## config.mk

```make
export PLATFORM = sky130hd
export DESIGN_NAME = stoch_or_adder
export DESIGN_NICKNAME = d
export VERILOG_FILES = /design/src/rtl/stoch_or_pkg.sv /design/src/rtl/sor_popcount.sv /design/src/rtl/sor_decide.sv /design/src/rtl/sor_bank.sv /design/src/rtl/stoch_or_adder.sv
export SDC_FILE = /design/constraint.sdc
export NUM_CORES = 1
export LEC_CHECK = 0
export ABC_AREA = 1
export ABC_CLOCK_PERIOD_IN_PS = 5910
export BUFFER_PORTS_ARGS = -buffer_cell sky130_fd_sc_hd__buf_2
export CELL_PAD_IN_SITES_DETAIL_PLACEMENT = 1
export CELL_PAD_IN_SITES_GLOBAL_PLACEMENT = 2
export CORE_ASPECT_RATIO = 0.9
export CORE_UTILIZATION = 34
export CTS_CLUSTER_DIAMETER = 120
export DETAILED_ROUTE_END_ITERATION = 8
export GPL_ROUTABILITY_DRIVEN = 1
export PLACE_DENSITY_LB_ADDON = 0.1
export SETUP_SLACK_MARGIN = 0.5
export SYNTH_ARGS = -nofsm -noshare
export SYNTH_HDL_FRONTEND = slang
export SYNTH_SLANG_ARGS = --single-unit
```

## constraint.sdc

```tcl
create_clock -name clk -period 5.91 [get_ports clk]
set_clock_uncertainty 0.1 [all_clocks]
set_input_delay 0.591 -clock clk [delete_from_list [all_inputs] [get_ports clk]]
set_output_delay 0.591 -clock clk [all_outputs]
set_load 0.01 [all_outputs]
```

## src/rtl/stoch_or_pkg.sv

```systemverilog
// Shared types for the stochastic OR adder.
package stoch_or_pkg;
    // Per-cycle decision of the adder.
    typedef enum logic [1:0] {
        ACT_IDLE   = 2'd0,  // nothing to emit
        ACT_PASS   = 2'd1,  // one lane high, bank untouched
        ACT_BANK   = 2'd2,  // several lanes high, surplus banked
        ACT_REPLAY = 2'd3   // lanes idle, one banked bit emitted
    } sor_act_e;
endpackage

```

## src/rtl/sor_popcount.sv

```systemverilog
// Counts the lanes at 1 through a chain of partial sums.
// Assumes W is wide enough to hold NUM_IN.
module sor_popcount #(
    parameter int NUM_IN = 2,
    parameter int W      = $clog2(NUM_IN + 1)
) (
    input  logic [NUM_IN-1:0] lanes,
    output logic [W-1:0]      count
);
    logic [W-1:0] partial [NUM_IN+1];

    assign partial[0] = '0;
    for (genvar gi = 0; gi < NUM_IN; gi++) begin : g_chain
        assign partial[gi+1] = partial[gi] + W'(lanes[gi]);
    end
    assign count = partial[NUM_IN];
endmodule

```

## src/rtl/sor_decide.sv

```systemverilog
// Picks the cycle action from the lane count and the bank state.
// Assumes count never exceeds NUM_IN.
module sor_decide
    import stoch_or_pkg::*;
#(
    parameter int W = 2
) (
    input  logic         en,
    input  logic [W-1:0] count,
    input  logic         bank_empty,
    output sor_act_e     act,
    output logic         pulse,
    output logic         add_en,
    output logic [W-1:0] add_amt,
    output logic         sub_en
);
    // Classify the cycle; surplus is count minus one.
    always_comb begin
        act = ACT_IDLE;
        if (en) begin
            if (count == '0)
                act = bank_empty ? ACT_IDLE : ACT_REPLAY;
            else if (count == W'(1))
                act = ACT_PASS;
            else
                act = ACT_BANK;
        end
    end

    assign pulse   = (act != ACT_IDLE);
    assign add_en  = (act == ACT_BANK);
    assign add_amt = add_en ? count - W'(1) : '0;
    assign sub_en  = (act == ACT_REPLAY);
endmodule

```

## src/rtl/sor_bank.sv

```systemverilog
// Saturating bank of coincident ones, with a sticky overflow flag.
// Assumes add_en and sub_en are never both high.
module sor_bank #(
    parameter int CNT_W = 4,
    parameter int AW    = 2
) (
    input  logic             clk,
    input  logic             rst_n,
    input  logic             add_en,
    input  logic [AW-1:0]    add_amt,
    input  logic             sub_en,
    output logic [CNT_W-1:0] bank,
    output logic             ovf
);
    localparam int SW = ((CNT_W > AW) ? CNT_W : AW) + 1;
    localparam logic [SW-1:0] FULL_W = {{(SW-CNT_W){1'b0}}, {CNT_W{1'b1}}};

    logic [SW-1:0] sum_w;
    logic          over;

    // Wide sum, so that overflow can be detected.
    assign sum_w = SW'(bank) + SW'(add_amt);
    assign over  = sum_w > FULL_W;

    // Bank update: saturating add, or decrement by one.
    always_ff @(posedge clk) begin
        if (!rst_n) begin
            bank <= '0;
            ovf  <= 1'b0;
        end else if (add_en) begin
            if (over) begin
                bank <= {CNT_W{1'b1}};
                ovf  <= 1'b1;
            end else begin
                bank <= sum_w[CNT_W-1:0];
            end
        end else if (sub_en) begin
            bank <= bank - CNT_W'(1);
        end
    end

    assert_no_wrap_R6: assert property (@(posedge clk) disable iff (!rst_n)
        (bank == {CNT_W{1'b1}} && add_en) |=> (bank == {CNT_W{1'b1}}));

    assert_flag_sticky_R7: assert property (@(posedge clk) disable iff (!rst_n)
        ovf |=> ovf);

    assert_flag_on_over_R7: assert property (@(posedge clk) disable iff (!rst_n)
        (add_en && over) |=> ovf);
endmodule

```

## src/rtl/stoch_or_adder.sv

```systemverilog
// OR-style adder of stochastic bitstreams. Coincident ones are banked
// and replayed on idle cycles. Assumes the summed density is <= 1.
module stoch_or_adder
    import stoch_or_pkg::*;
#(
    parameter int NUM_IN = 2,
    parameter int CNT_W  = 8
) (
    input  logic              clk,
    input  logic              rst_n,
    input  logic              en,
    input  logic [NUM_IN-1:0] lanes_in,
    output logic              sum_out,
    output logic              ovf_flag
);
    localparam int CW = $clog2(NUM_IN + 1);

    logic [CW-1:0]    count;
    logic [CW-1:0]    add_amt;
    logic [CNT_W-1:0] bank;
    logic             pulse, add_en, sub_en;
    sor_act_e         act;

    sor_popcount #(.NUM_IN(NUM_IN), .W(CW)) u_pop (
        .lanes(lanes_in), .count(count)
    );

    sor_decide #(.W(CW)) u_dec (
        .en(en), .count(count), .bank_empty(bank == '0), .act(act),
        .pulse(pulse), .add_en(add_en), .add_amt(add_amt), .sub_en(sub_en)
    );

    sor_bank #(.CNT_W(CNT_W), .AW(CW)) u_bank (
        .clk(clk), .rst_n(rst_n), .add_en(add_en), .add_amt(add_amt),
        .sub_en(sub_en), .bank(bank), .ovf(ovf_flag)
    );

    // Output register.
    always_ff @(posedge clk) begin
        if (!rst_n) sum_out <= 1'b0;
        else        sum_out <= pulse;
    end

    assert_reset_clear_R1: assert property (@(posedge clk)
        !rst_n |=> (bank == '0 && !sum_out && !ovf_flag));

    assert_single_keep_R2: assert property (@(posedge clk) disable iff (!rst_n)
        (en && $countones(lanes_in) == 1) |=> (sum_out && bank == $past(bank)));

    assert_multi_emit_R3: assert property (@(posedge clk) disable iff (!rst_n)
        (en && $countones(lanes_in) > 1) |=> sum_out);

    assert_replay_R4: assert property (@(posedge clk) disable iff (!rst_n)
        (en && lanes_in == '0 && bank != '0) |=> (sum_out && bank == $past(bank) - CNT_W'(1)));

    assert_idle_zero_R5: assert property (@(posedge clk) disable iff (!rst_n)
        (en && lanes_in == '0 && bank == '0) |=> !sum_out);

    assert_frozen_R8: assert property (@(posedge clk) disable iff (!rst_n)
        !en |=> (!sum_out && $stable(bank) && $stable(ovf_flag)));
endmodule

```

Word-level counts from Yosys, hierarchy flattened
Index checks and enable logic that the tools add are counted.
W data, S select, Z words.
{"block": "classes", "bitwise_logic": 0, "div_mod_pow": 0, "n_lt_le_gt_ge": 1, "reduce_logical": 5, "addsub": 4, "n_eq_ne": 3, "n_mux": 8, "n_mul": 0, "n_shift": 0}
{"op": "$mux W8", "n": 3}
{"op": "$mux W2", "n": 5}
{"op": "$add A8 B2 Y9", "n": 1}
{"op": "$gt A9 B8 Y1 const B", "n": 1}
{"op": "$logic_not A8 Y1", "n": 1}
{"op": "$sub A8 B1 Y8 const B", "n": 1}
{"op": "$eq A2 B2 Y1 const B", "n": 2}
{"op": "$reduce_bool A2 Y1", "n": 2}
{"op": "$add A1 B1 Y2", "n": 1}
{"op": "$eq A2 B1 Y1 const B", "n": 1}
{"op": "$logic_not A2 Y1", "n": 1}
{"op": "$reduce_and A2 Y1", "n": 1}
{"op": "$sub A2 B1 Y2 const B", "n": 1}
{"block": "totals", "output_inout_bits": 2, "rom_bits": 0, "mem_bits_rw": 0, "inputBits": 5, "register_bits": 10, "mem_count": 0, "latchBits": 0, "elab_cells": 24}

Longest topological paths before layout
Gate-level depths: netlist (run 1).
{"block": "depth", "ltp_word": 11, "depth_mapped": 14, "depth_no_buf": 13}

Hierarchy
A second synthesis (run 1) with hierarchy kept.
{"block": "unflattened", "cells_unflattened": 143, "hier_area_um2": 892.1}
{"module": "sor_bank", "seq_area_each_um2": 180.2, "n_inst": 1, "cells_per_inst": 114, "area_each_um2": 734.5}
{"module": "sor_decide", "seq_area_each_um2": 0.0, "n_inst": 1, "cells_per_inst": 18, "area_each_um2": 91.3}
{"module": "stoch_or_adder", "seq_area_each_um2": 20.0, "n_inst": 1, "cells_per_inst": 10, "area_each_um2": 53.8}
{"module": "sor_popcount", "seq_area_each_um2": 0.0, "n_inst": 1, "cells_per_inst": 1, "area_each_um2": 12.5}

Least setup slack after synthesis (run 1)
Ideal clock, no wire load.
{"block": "synth_timing", "path_type": "input to register", "start": "input port lanes_in[0]", "end": "register u_bank.bank[7]", "cell_stages": 14, "arrival_time_ns": 2.261, "setup_time_ns": 0.115, "n_path_buf": 1, "setup_slack_ns": 3.435, "required_time_ns": 5.695, "path_cell_list": "ha_1 -> nand2_4 -> buf_2 -> nor2_1 -> ha_1 -> fa_1 -> nand2_1 -> nor2_2 -> nand2_1 -> nand2_1 -> nor2_1 -> nor2_1 -> nor2_1 -> nor2_1"}
{"block": "synth_via", "elab_chain_cells": 11, "elab_cells_between_ends": 15, "cone_classes": "add/sub: 3; order compare: 1; eq/ne: 3; mux: 6; reduce/logical: 2"}
{"item": "start, declared", "line": "stoch_or_adder.sv:12", "rtl": "input logic [NUM_IN-1:0] lanes_in,"}
{"item": "$add A1 B1 Y2 (*)", "line": "sor_popcount.sv:14", "rtl": "assign partial[gi+1] = partial[gi] + W'(lanes[gi]);"}
{"item": "$eq A2 B1 Y1", "line": "sor_decide.sv:23", "rtl": "else if (count == W'(1))"}
{"item": "$mux W2", "line": "sor_decide.sv:23"}
{"item": "$mux W2", "line": "sor_decide.sv:21", "rtl": "if (count == '0)"}
{"item": "$mux W2", "line": "sor_decide.sv:20", "rtl": "if (en) begin"}
{"item": "$eq A2 B2 Y1", "line": "sor_decide.sv:31", "rtl": "assign add_en = (act == ACT_BANK);"}
{"item": "$mux W2", "line": "sor_decide.sv:32", "rtl": "assign add_amt = add_en ? count - W'(1) : '0;"}
{"item": "$add A8 B2 Y9", "line": "sor_bank.sv:22", "rtl": "assign sum_w = SW'(bank) + SW'(add_amt);"}
{"item": "$gt A9 B8 Y1", "line": "sor_bank.sv:23", "rtl": "assign over = sum_w > FULL_W;"}
{"item": "$mux W8", "line": "sor_bank.sv:31", "rtl": "if (over) begin"}
{"item": "$mux W8", "line": "sor_bank.sv:30", "rtl": "end else if (add_en) begin"}
{"item": "end signal, assigned", "line": "sor_bank.sv:32", "rtl": "bank <= {CNT_W{1'b1}};"}
{"item": "end signal, assigned", "line": "sor_bank.sv:35", "rtl": "bank <= sum_w[CNT_W-1:0];"}
{"item": "end signal, assigned", "line": "sor_bank.sv:38", "rtl": "bank <= bank - CNT_W'(1);"}
{"item": "end, declared", "line": "sor_bank.sv:12", "rtl": "output logic [CNT_W-1:0] bank,"}
Mark *: on every way between the ends. The rest lies on a longest branch, timed or not.
A chain may end at the register's enable or synchronous reset.

Worst setup path in the final report (run 1)
{"block": "layout_timing", "start": "input port lanes_in[0]", "end": "register u_bank.bank[3]"}
Same word-level chain as after synthesis.

==> load_flow_metrics.sql, run 1 <==
INSERT INTO impl_metrics (metric_group, metric, value, unit) VALUES
('outcome', 'outcome', 'finished clean', ''),
('job', 'max_cap_viol_count', '0', ''),
('power', 'sw_frac_of_total', '0.389', ''),
('floorplan', 'row_count', '17', ''),
('power', 'power.net_switching', '78.2', 'uW'),
('power', 'p_per_area', '198', 'nW/um^2'),
('timing', 'rsz_0062_raised_after_global_routing', 'no', ''),
('worst_hold_path', 'hold_path.class', 'register to register', ''),
('floorplan', 'floorplan.die_area', '3020', 'um^2'),
('synth', 'avgSynthCellArea', '6.31', 'um^2'),
('routing', 'dr_vias', '939', ''),
('global_routing', 'grt_first_pass_wirelength', '4310', 'um'),
('critical_path', 'rr_startpoint', 'u_bank.bank[0]$_SDFFE_PN0P_', ''),
('timing', 'report.final.hold_viol_count', '0', ''),
('power', 'max-vdd-ir-drop', '101', 'uV'),
('layout', 'antenna_cells_inserted', '0', ''),
('global_routing', 'globalRoute.totalOverflow', '0', ''),
('power', 'clkPwrFrac', '0.221', ''),
('placement', 'last_weighted_congestion_value_of_the_routability_driven_placer', '0.791', ''),
('cts', 'cts_num_sinks', '10', ''),
('timing', 'slew_violations', '0', ''),
('critical_path', 'worstPathRequired', '5970', 'ps'),
('critical_path', 'end_kind', 'register', ''),
('routing', 'drtPass1Iterations', '4', ''),
('timing', 'maximum_frequency_from_static_timing_analysis', '0.418', 'GHz'),
('timing', 'slew_headroom', '0.777', ''),
('timing', 'setup-tns-final', '0', 'ps'),
('layout', 'design.final.nets', '172', ''),
('floorplan', 'die_width', '57.8', 'um'),
('timing', 'final.period_utilization', '0.405', ''),
('routing', 'post_drt_via_cell_ratio', '5.08', ''),
('synth', 'share_of_synthesized_area_occupied_by_flip_flops_and_latches', '0.210', ''),
('synth', 'ys_warn_count', '0', ''),
('routing', 'route.detailed.wl_per_inst', '13.5', 'um'),
('synth', 'number_of_distinct_library_cells_after_synthesis', '25', ''),
('routing', 'dr.first_iter.drc_count', '33', ''),
('critical_path', 'critical_path.startpoint', 'lanes_in[0]', ''),
('global_routing', 'antenna_found_initial', '0', ''),
('critical_path', 'start_kind', 'input port', ''),
('timing', 'timing.final.crit_period', '2390', 'ps'),
('power', 'share_seq_of_total_power', '0.407', ''),
('floorplan', 'starting_density', '0.374', ''),
('timing', 'setup_viol', '0', ''),
('cts', 'insertion_delay', '260', 'ps'),
('synth', 'mappedNetlistArea', '953', 'um^2'),
('power', 'p_int', '123', 'uW'),
('power', 'power.leakage', '0.554', 'nW'),
('cts', 'cts_tree', 'done', ''),
('power', 'power.combinational.fraction', '0.372', ''),
('synth', 'postSynthCellCount', '151', ''),
('routing', 'route.antenna.remaining_nets', '0', ''),
('global_routing', 'grt.total_usage', '0.188', ''),
('synth', 'synth_register_bits', '10', ''),
('cts', 'cts-root-buf', 'sky130_fd_sc_hd__clkbuf_4', ''),
('global_routing', 'first_global_vias', '923', ''),
('layout', 'post-route-util', '0.397', ''),
('synth', 'syn-num-nets', '164', ''),
('global_routing', 'grt_max_degree', '19', ''),
('critical_path', 'cp.arrival', '2450', 'ps'),
('timing', 'pin_slew_with_the_least_headroom_to_its_limit', '334', 'ps'),
('cts', 'cts_buffers', '3', ''),
('cts', 'cts-hold-fix-buffers', '0', ''),
('layout', 'n_fill_cell', '355', ''),
('cts', 'worst_setup_hold_path_clk_slew', '60', 'ps'),
('cts', 'post_cts_setup_buffer_count', '0', ''),
('floorplan', 'design.portCount', '7', ''),
('layout', 'final_layout_size_suffix_gt1_frac', '0.178', ''),
('floorplan', 'die_h', '52.2', 'um'),
('cts', 'cts-htree-levels', '1', ''),
('worst_hold_path', 'timing.hold.worst.start', 'u_bank.ovf$_SDFFE_PN0P_', ''),
('floorplan', 'core_area', '2550', 'um^2'),
('routing', 'finalWirelength', '2490', 'um'),
('placement', 'count_of_input_and_output_buffers', '6', ''),
('critical_path', 'critPathKind', 'input port to register', ''),
('placement', 'hpwl_after_detailed_placement', '2050', 'um'),
('routing', 'drc', '0', ''),
('cts', 'cts-resized-gates', '0', ''),
('cts', 'max-clock-path-buffers', '2', ''),
('critical_path', 'path_max_fanout', '18', ''),
('layout', 'syn_to_final_growth', '6.30', '%');
-- path summary, 6_finish.rpt --
kind                            endpoint  slack (ps)  cells after the start
max          u_bank.bank[3]$_SDFFE_PN0P_        3520                     14
min              u_bank.ovf$_SDFFE_PN0P_         380                      1
max reg2reg  u_bank.bank[3]$_SDFFE_PN0P_        4080                     10
min reg2reg      u_bank.ovf$_SDFFE_PN0P_         380                      1
-- cell usage in the layout (no fill, tap or decap), types with 2 or more instances in the layout --
| cell | n |
|---|---|
| sky130_fd_sc_hd__inv_1 | 13 |
| sky130_fd_sc_hd__nand2_1 | 39 |
| sky130_fd_sc_hd__ha_1 | 7 |
| sky130_fd_sc_hd__nor2_1 | 22 |
| sky130_fd_sc_hd__nand3_2 | 2 |
| sky130_fd_sc_hd__dfxtp_1 | 10 |
| sky130_fd_sc_hd__inv_2 | 6 |
| sky130_fd_sc_hd__nor2_2 | 2 |
| sky130_fd_sc_hd__buf_2 | 6 |
| sky130_fd_sc_hd__nand2_2 | 2 |
| sky130_fd_sc_hd__nand2_4 | 3 |
| sky130_fd_sc_hd__nand4_1 | 2 |
| sky130_fd_sc_hd__o21ai_0 | 5 |
| sky130_fd_sc_hd__o21ai_1 | 4 |
| sky130_fd_sc_hd__clkbuf_4 | 3 |
| sky130_fd_sc_hd__nand3_1 | 22 |
-- synth_stat cells, drive strengths merged --
library cell	count	area share
nand2	44	0.20
nand3	25	0.15
nor2	25	0.11
inv	19	0.075
dfxtp	10	0.21
o21ai	9	0.047
ha	7	0.092
buf	3	0.029
a21oi	2	0.014
nand4	2	0.013
a22oi	1	0.0079
clkinv	1	0.0052
fa	1	0.021
o21a	1	0.0079
xnor2	1	0.0092
-- per-layer routing --
layer	up-vias	track usage	wire [um]
met4	0	0.0595	0
met2	6	0.282	1050
met3	0	0.00741	24
li1	495	-	-
met5	-	0	0
met1	438	0.287	1420
-- stage by stage --
| step | instance area (um^2) | worst slack, ps | hold slack, ps | total power [mW] | std cells |
|---|---|---|---|---|---|
| after detailed placement | 991 | 3240 | 369 | 0.158 | 182 |
| after floorplan | 953 | 3430 | 391 | 0.139 | 151 |
| after global routing | 1010 | 3370 | 405 | 0.218 | 185 |
| after CTS | 1010 | 3510 | 385 | 0.204 | 185 |
| final | 1010 | 3520 | 376 | 0.201 | 185 |
| after global placement | 991 | 3290 | 347 | 0.157 | 182 |
-- cell families (layout without fill, tap and decap cells) --
kind of cell,after synthesis,after routing,synth area share
buffers and inverters,23,29,0.109
xor gates and xnor gates,1,1,0.00919
and+or+nand+nor,96,96,0.482
adders and majority gates,8,8,0.113
AOI/OAI and AO/OA,13,13,0.0774
DFF,10,10,0.210
-- state kept, by name, summed over array words and instances (netlist names) --
register / cells
u_bank.bank: 8
sum_out: 1
u_bank.ovf: 1
-- power by group through the flow --
stage	Clock, mW	Sequential [mW]	Combinational (mW)
after floorplan	0	0.0797	0.0595
after global placement	0	0.0832	0.0742
after detailed placement	0	0.0830	0.0747
after CTS	0.0469	0.0815	0.0753
after global routing	0.0504	0.0826	0.0847
final	0.0443	0.0818	0.0748
-- worst max-delay path, stage by stage --
cell and delay [ps]:
sky130_fd_sc_hd__buf_2 110, sky130_fd_sc_hd__ha_1 220, sky130_fd_sc_hd__nand2_4 190, sky130_fd_sc_hd__nor2_1 70
sky130_fd_sc_hd__ha_1 210, sky130_fd_sc_hd__fa_1 400, sky130_fd_sc_hd__nand2_1 120, sky130_fd_sc_hd__nor2_2 70
sky130_fd_sc_hd__nand4_1 140, sky130_fd_sc_hd__nand2_1 100, sky130_fd_sc_hd__nand2_2 80, sky130_fd_sc_hd__nand3_2 60
sky130_fd_sc_hd__nand2_1 60, sky130_fd_sc_hd__inv_1 30
-- layout make-up --
class | count | area (um^2) | share of cell area
clock buffers | 3 | 22.5 | 0.0222
inverters | 20 | 76.3 | 0.0753
multi-input cells | 118 | 649 | 0.641
flip-flops and latches | 10 | 200 | 0.198
well taps | 28 | 35.0 | 0.0346
repair buffers | 6 | 30.0 | 0.0296
(Power assumes the default switching activity.)
==> run 2: changes to the inputs <==
Settings changed: ABC_CLOCK_PERIOD_IN_PS 5910 to 2300, CORE_UTILIZATION 34 to 32.
Clock period 5.91 ns to 2.3 ns, I/O delays scaled along.
==> load_flow_metrics.sql, run 2 (same netlist as run 1, synthesis figures left out) <==
INSERT INTO impl_metrics (metric_group, metric, value, unit) VALUES
('timing', 'pin_slew_with_the_least_headroom_to_its_limit', '331', 'ps'),
('floorplan', 'starting_density', '0.341', ''),
('critical_path', 'start_kind', 'register', ''),
('floorplan', 'die_h', '53.8', 'um'),
('layout', 'top_register', 'u_bank.bank', ''),
('layout', 'area_used_by_multi_input_combinational_logic', '714', 'um^2'),
('layout', 'final_cell_area', '1160', 'um^2'),
('global_routing', 'globalRoute.totalOverflow', '0', ''),
('global_routing', 'antenna_found_initial', '0', ''),
('layout', 'n_fill_cell', '380', ''),
('cts', 'cts-root-buf', 'sky130_fd_sc_hd__clkbuf_4', ''),
('routing', 'post_drt_via_cell_ratio', '5.05', ''),
('routing', 'dr.first_iter.drc_count', '24', ''),
('cts', 'cts_num_sinks', '10', ''),
('critical_path', 'critPathKind', 'register to register', ''),
('critical_path', 'cp.arrival', '1850', 'ps'),
('global_routing', 'grt.total_usage', '0.214', ''),
('cts', 'cts-hold-fix-buffers', '0', ''),
('layout', 'area.sequential', '205', 'um^2'),
('cts', 'cts_tree', 'done', ''),
('placement', 'placed_cell_area', '1040', 'um^2'),
('layout', 'syn_to_final_growth', '21.7', '%'),
('routing', 'route.detailed.wl_per_inst', '14.1', 'um'),
('timing', 'rsz_0062_raised_after_global_routing', 'yes', ''),
('worst_hold_path', 'hold_path.class', 'input port to register', ''),
('outcome', 'outcome', 'finished clean', ''),
('cts', 'worst_setup_hold_path_clk_slew', '80', 'ps'),
('layout', 'antenna_cells_inserted', '0', ''),
('routing', 'drtPass1Iterations', '4', ''),
('routing', 'route.antenna.remaining_nets', '0', ''),
('floorplan', 'floorplan.die_area', '3200', 'um^2'),
('layout', 'final_layout_size_suffix_gt1_frac', '0.278', ''),
('routing', 'dr_vias', '1020', ''),
('placement', 'hpwl_after_detailed_placement', '2210', 'um'),
('layout', 'largest_registers', 'u_bank.bank x8, sum_out x1, u_bank.ovf x1', ''),
('timing', 'setup-tns-final', '0', 'ps'),
('placement', 'last_weighted_congestion_value_of_the_routability_driven_placer', '0.835', ''),
('floorplan', 'row_count', '18', ''),
('floorplan', 'design.portCount', '7', ''),
('cts', 'max-clock-path-buffers', '2', ''),
('global_routing', 'grt_first_pass_wirelength', '4940', 'um'),
('layout', 'highest_count_cells_in_the_layout_ignoring_fill_and_taps', 'sky130_fd_sc_hd__nand2_1, sky130_fd_sc_hd__nand3_1, sky130_fd_sc_hd__nor2_1, sky130_fd_sc_hd__inv_1, sky130_fd_sc_hd__dfxtp_1', ''),
('timing', 'fin_worst_hold_slack', '140', 'ps'),
('power', 'power.leakage', '0.580', 'nW'),
('timing', 'report.final.hold_viol_count', '0', ''),
('cts', 'insertion_delay', '280', 'ps'),
('power', 'total_power', '592', 'uW'),
('timing', 'slew_violations', '0', ''),
('layout', 'design.final.nets', '176', ''),
('cts', 'cts_buffers', '3', ''),
('job', 'max_cap_viol_count', '0', ''),
('critical_path', 'end_kind', 'register', ''),
('layout', 'final_common_cell', 'sky130_fd_sc_hd__nand2_1', ''),
('routing', 'finalWirelength', '2860', 'um'),
('timing', 'slew_headroom', '0.779', ''),
('layout', 'largest_register_ff_count', '8', ''),
('power', 'max-vdd-ir-drop', '259', 'uV'),
('global_routing', 'first_global_vias', '1028', ''),
('timing', 'maximum_frequency_from_static_timing_analysis', '0.568', 'GHz'),
('placement', 'count_of_input_and_output_buffers', '6', ''),
('critical_path', 'path_max_fanout', '5', ''),
('routing', 'drc', '0', ''),
('timing', 'setup_viol', '0', ''),
('cts', 'cts-htree-levels', '1', ''),
('global_routing', 'grt_max_degree', '13', ''),
('timing', 'final.period_utilization', '0.766', ''),
('floorplan', 'die_width', '59.5', 'um'),
('critical_path', 'worstPathRequired', '2390', 'ps'),
('timing', 'timing.final.crit_period', '1760', 'ps'),
('power', 'p_per_area', '511', 'nW/um^2'),
('floorplan', 'core_area', '2790', 'um^2');
## run 2: per-stage QoR
step           setup WS (ps)  instances  utilization
3_5_place_dp            58.3        195        0.373
5_1_grt                  432        202        0.415
3_3_place_gp             119        195        0.373
2_1_floorplan            363        151            -
6_report                 539        202        0.415
4_1_cts                  510        202        0.405
## run 2: cell type report
class | instances | share of cell area
clock buffer | 4 | 0.0313
inverter | 20 | 0.0701
timing repair buffer | 10 | 0.0626
multi-input combinational | 118 | 0.616
sequential | 10 | 0.177
tap | 40 | 0.0432
## run 2: worst max-delay path: stages, from the launching register on
cell and delay, ps:
sky130_fd_sc_hd__dfxtp_4 370, sky130_fd_sc_hd__ha_4 170, sky130_fd_sc_hd__fa_2 370, sky130_fd_sc_hd__nand2_2 110
sky130_fd_sc_hd__nor2_4 50, sky130_fd_sc_hd__nand4_1 170, sky130_fd_sc_hd__nand2_1 100, sky130_fd_sc_hd__nand2_2 90
sky130_fd_sc_hd__nand3_2 50, sky130_fd_sc_hd__nand2_1 50, sky130_fd_sc_hd__inv_1 30
## run 2: where the power goes
part	internal [mW]	leakage, nW	switching (mW)
registers	0.187	0.0832	0.0218
clock network	0.0964	0.0210	0.0787
logic	0.0789	0.476	0.129
## run 2: final timing paths
kind / start / end / slack [ps] / cells past startpoint
setup / recovery: u_bank.bank[0]$_SDFFE_PN0P_ / u_bank.bank[3]$_SDFFE_PN0P_ / 540 / 10
hold / removal: en / sum_out$_SDFF_PN0_ / 140 / 3
setup reg to reg: u_bank.bank[0]$_SDFFE_PN0P_ / u_bank.bank[3]$_SDFFE_PN0P_ / 540 / 10
hold reg to reg: u_bank.ovf$_SDFFE_PN0P_ / u_bank.ovf$_SDFFE_PN0P_ / 370 / 1
## run 2: repair_timing
action	CTS	global route
resized for setup	10	7
pin swaps	6	3
setup endpoints to repair	9	8
buffers inserted	3	0
endpoints found under the hold margin	0	0
## run 2: layer usage
| metal | track usage | up-vias | part of all wire |
|---|---|---|---|
| met5 | 0 | - | 0 |
| met4 | 0.0349 | 0 | 0.0067 |
| met3 | 0.0505 | 4 | 0.030 |
| met2 | 0.365 | 21 | 0.48 |
| met1 | 0.280 | 489 | 0.48 |
| li1 | - | 506 | - |
==> run 3: changes to the inputs <==
Settings changed: ABC_AREA 1 to 0, ABC_CLOCK_PERIOD_IN_PS 2300 to 1500.
Clock period 2.3 ns to 1.5 ns, I/O delays scaled along.
==> load_flow_metrics.sql, run 3 <==
INSERT INTO impl_metrics (metric_group, metric, value, unit) VALUES
('layout', 'area_used_by_multi_input_combinational_logic', '785', 'um^2'),
('global_routing', 'grt_max_degree', '14', ''),
('synth', 'synth-edff-count', '0', ''),
('outcome', 'violations_in_the_final_reports', 'setup timing', ''),
('synth', 'avgSynthCellArea', '8.43', 'um^2'),
('worst_hold_path', 'timing.hold.worst.start', 'rst_n', ''),
('layout', 'design.final.nets', '173', ''),
('global_routing', 'grt_use_met2', '0.448', ''),
('synth', 'dominantRegCellSynth', 'sky130_fd_sc_hd__dfxtp_1', ''),
('power', 'total_power', '1.32', 'mW'),
('routing', 'drtPass1Iterations', '4', ''),
('timing', 'pin_slew_with_the_least_headroom_to_its_limit', '384', 'ps'),
('synth', 'synthDominantCellAreaShare', '0.220', ''),
('routing', 'drc', '0', ''),
('timing', 'slew_headroom', '0.740', ''),
('critical_path', 'critical-path-slowest-cell', 'sky130_fd_sc_hd__or4b_4', ''),
('critical_path', 'end_kind', 'register', ''),
('synth', 'synth_area_leaders', 'sky130_fd_sc_hd__dfxtp_1, sky130_fd_sc_hd__ha_1, sky130_fd_sc_hd__a21oi_1, sky130_fd_sc_hd__and3_1, sky130_fd_sc_hd__nor4b_1', ''),
('power', 'max-vdd-ir-drop', '440', 'uV'),
('synth', 'synth.most_common_cell', 'sky130_fd_sc_hd__dfxtp_1', ''),
('synth', 'number_of_distinct_library_cells_after_synthesis', '42', ''),
('layout', 'highest_count_cells_in_the_layout_ignoring_fill_and_taps', 'sky130_fd_sc_hd__buf_4, sky130_fd_sc_hd__a21oi_1, sky130_fd_sc_hd__dfxtp_1, sky130_fd_sc_hd__ha_4', ''),
('global_routing', 'gr-max-usage-layer', 'met2', ''),
('layout', 'area.sequential', '209', 'um^2'),
('synth', 'mappedNetlistArea', '911', 'um^2'),
('synth', 'ys_warn_count', '0', ''),
('outcome', 'outcome', 'finished with violations', ''),
('cts', 'worst_setup_hold_path_clk_slew', '90', 'ps'),
('floorplan', 'die_h', '52.6', 'um'),
('critical_path', 'worst-r2r-cell-count', '6', ''),
('layout', 'syn_to_final_growth', '68.3', '%'),
('floorplan', 'design.portCount', '7', ''),
('critical_path', 'path_max_fanout', '3', ''),
('critical_path', 'critPathKind', 'register to register', ''),
('floorplan', 'die_width', '58.2', 'um'),
('worst_hold_path', 'worst_hold_path.num_cells', '3', ''),
('routing', 'dr.first_iter.drc_count', '55', ''),
('floorplan', 'floorplan.die_area', '3060', 'um^2'),
('global_routing', 'first_global_vias', '1133', ''),
('critical_path', 'critical_path.max_stage_delay', '490', 'ps'),
('global_routing', 'antenna_found_initial', '0', ''),
('synth', 'synth_top_cell_by_area', 'sky130_fd_sc_hd__dfxtp_1', ''),
('layout', 'largest_register_ff_count', '8', ''),
('timing', 'maximum_frequency_from_static_timing_analysis', '0.533', 'GHz'),
('placement', 'pre_cts_slack', '-592', 'ps'),
('timing', 'slew_violations', '0', ''),
('synth', 'ys_top_cells_by_count', 'sky130_fd_sc_hd__dfxtp_1, sky130_fd_sc_hd__a21oi_1, sky130_fd_sc_hd__ha_1, sky130_fd_sc_hd__inv_1', ''),
('critical_path', 'cp.arrival', '1980', 'ps'),
('layout', 'antenna_cells_inserted', '0', ''),
('synth', 'share_of_synthesized_area_occupied_by_flip_flops_and_latches', '0.220', ''),
('global_routing', 'grt_first_pass_wirelength', '5870', 'um'),
('critical_path', 'rr_startpoint', 'u_bank.bank[0]$_SDFFE_PN0P_', ''),
('floorplan', 'starting_density', '0.354', ''),
('synth', 'async_flop_share', '0', ''),
('cts', 'cts-hold-fix-buffers', '0', ''),
('layout', 'final_common_cell', 'sky130_fd_sc_hd__buf_4', ''),
('cts', 'cts-root-buf', 'sky130_fd_sc_hd__clkbuf_4', ''),
('critical_path', 'critical_path.cell_chain', 'inv_4 > ha_4 > or4b_4 > o2111ai_4 > a21bo_1 > a221oi_2', ''),
('routing', 'post_drt_via_cell_ratio', '5.64', ''),
('timing', 'final.period_utilization', '1.25', ''),
('cts', 'cts_num_sinks', '10', ''),
('worst_hold_path', 'hold_path.class', 'input port to register', ''),
('routing', 'dr_vias', '1112', ''),
('cts', 'cts_tree', 'done', ''),
('layout', 'post-route-util', '0.596', ''),
('global_routing', 'grt.total_usage', '0.265', ''),
('timing', 'final.setup.worst_slack', '-377', 'ps'),
('critical_path', 'start_kind', 'register', ''),
('worst_hold_path', 'min_delay_worst_endpoint', 'u_bank.bank[7]$_SDFFE_PN0P_', ''),
('layout', 'top_register', 'u_bank.bank', ''),
('routing', 'route.antenna.remaining_nets', '0', ''),
('timing', 'report.final.hold_viol_count', '0', ''),
('floorplan', 'core_area', '2570', 'um^2'),
('synth', 'syn-num-nets', '121', ''),
('synth', 'synth_register_bits', '10', ''),
('global_routing', 'met1_usage', '0.341', ''),
('cts', 'insertion_delay', '280', 'ps'),
('placement', 'last_weighted_congestion_value_of_the_routability_driven_placer', '0.833', ''),
('job', 'max_cap_viol_count', '0', ''),
('critical_path', 'regToRegSetupSlack', '-380', 'ps'),
('power', 'p_per_area', '861', 'nW/um^2'),
('floorplan', 'row_count', '17', ''),
('cts', 'cts_buffers', '3', ''),
('routing', 'route.detailed.wl_per_inst', '19.0', 'um'),
('synth', 'postSynthCellCount', '108', ''),
('timing', 'fin_worst_hold_slack', '19.8', 'ps'),
('timing', 'timing.final.crit_period', '1880', 'ps'),
('global_routing', 'met3_demand_to_capacity_share_in_global_routing', '0.0617', ''),
('cts', 'cts-htree-levels', '1', ''),
('critical_path', 'regToRegEndpoint', 'u_bank.bank[2]$_SDFFE_PN0P_', ''),
('critical_path', 'worstPathRequired', '1600', 'ps'),
('placement', 'count_of_input_and_output_buffers', '6', ''),
('placement', 'placed_cell_area', '1310', 'um^2'),
('timing', 'setup_viol', '9', ''),
('layout', 'final_cell_area', '1530', 'um^2'),
('placement', 'hpwl_after_detailed_placement', '2670', 'um'),
('routing', 'finalWirelength', '3740', 'um'),
('layout', 'n_fill_cell', '304', ''),
('timing', 'rsz_0062_raised_after_global_routing', 'yes', ''),
('global_routing', 'globalRoute.totalOverflow', '0', ''),
('power', 'power.leakage', '0.645', 'nW'),
('layout', 'largest_registers', 'u_bank.bank x8, sum_out x1, u_bank.ovf x1', ''),
('layout', 'final_layout_size_suffix_gt1_frac', '0.585', ''),
('cts', 'max-clock-path-buffers', '2', '');
## run 3: cell count changes in the layout (fill, tap and decap cells not counted), moves of 6 or more
cell	change
sky130_fd_sc_hd__buf_4	+43
sky130_fd_sc_hd__nand2_1	-35
sky130_fd_sc_hd__nand3_1	-20
sky130_fd_sc_hd__nor2_1	-16
sky130_fd_sc_hd__inv_1	-8
sky130_fd_sc_hd__a21oi_1	+7
sky130_fd_sc_hd__inv_2	-6
## run 3: critical path: cells and delay by family, from the launching register on
family                     cells  cell delay, ps
and+or+nand+nor                1             490
DFF                            1             380
AOI/OAI and AO/OA              3             620
buffers and inverters          1              70
adders and majority gates      1             130
## run 3: routing by layer
metal | share of wire | wire length [um] | vias up
met5 | 0 | 0 | -
met4 | 0.013 | 47 | 0
met3 | 0.060 | 224 | 6
met2 | 0.50 | 1850 | 35
met1 | 0.43 | 1610 | 555
li1 | - | - | 516
## run 3: power breakdown
part	switching, mW	internal, mW	total [mW]
clock network	0.126	0.148	0.274
registers	0.0302	0.300	0.330
logic	0.365	0.351	0.716
total	0.521	0.799	1.32
## run 3: what timing repair did
action / CTS / global route
setup endpoints to repair: 10 / 12
gates resized for setup: 10 / 20
pin swaps: 3 / 7
buffers inserted: 4 / 3
hold endpoints to repair: 0 / 0
## run 3: through the flow
stage                     TNS (ps)  std cells
after detailed placement     -4830        186
after global placement       -4020        186
after floorplan              -1530        108
after CTS                    -2430        194
final                        -2730        197
after global routing         -3380        197
## run 3: worst max-delay path by stage
stage                                startpoint                     endpoint  cells past startpoint
floorplan           u_bank.bank[0]$_SDFFE_PN0P_  u_bank.bank[2]$_SDFFE_PN0P_                      6
global placement                    lanes_in[0]  u_bank.bank[3]$_SDFFE_PN0P_                     10
detailed placement                  lanes_in[0]  u_bank.bank[3]$_SDFFE_PN0P_                     10
CTS                 u_bank.bank[0]$_SDFFE_PN0P_  u_bank.bank[2]$_SDFFE_PN0P_                      6
global route        u_bank.bank[0]$_SDFFE_PN0P_  u_bank.bank[2]$_SDFFE_PN0P_                      6
finish              u_bank.bank[0]$_SDFFE_PN0P_  u_bank.bank[2]$_SDFFE_PN0P_                      6
## run 3: logic make-up after synthesis
| logic type | share of synthesized area |
|---|---|
| simple gates | 0.262 |
| flops | 0.220 |
| buf+inv | 0.122 |
| fa+ha+maj | 0.118 |
| compound gates | 0.277 |
## run 3: cell type report
class                           count  share of cell area
Clock buffer                        4              0.0237
Timing Repair Buffer               54               0.269
Sequential cell                    10               0.136
Tap cell                           38              0.0310
Multi-Input combinational cell     83               0.512
Inverter                            8              0.0278
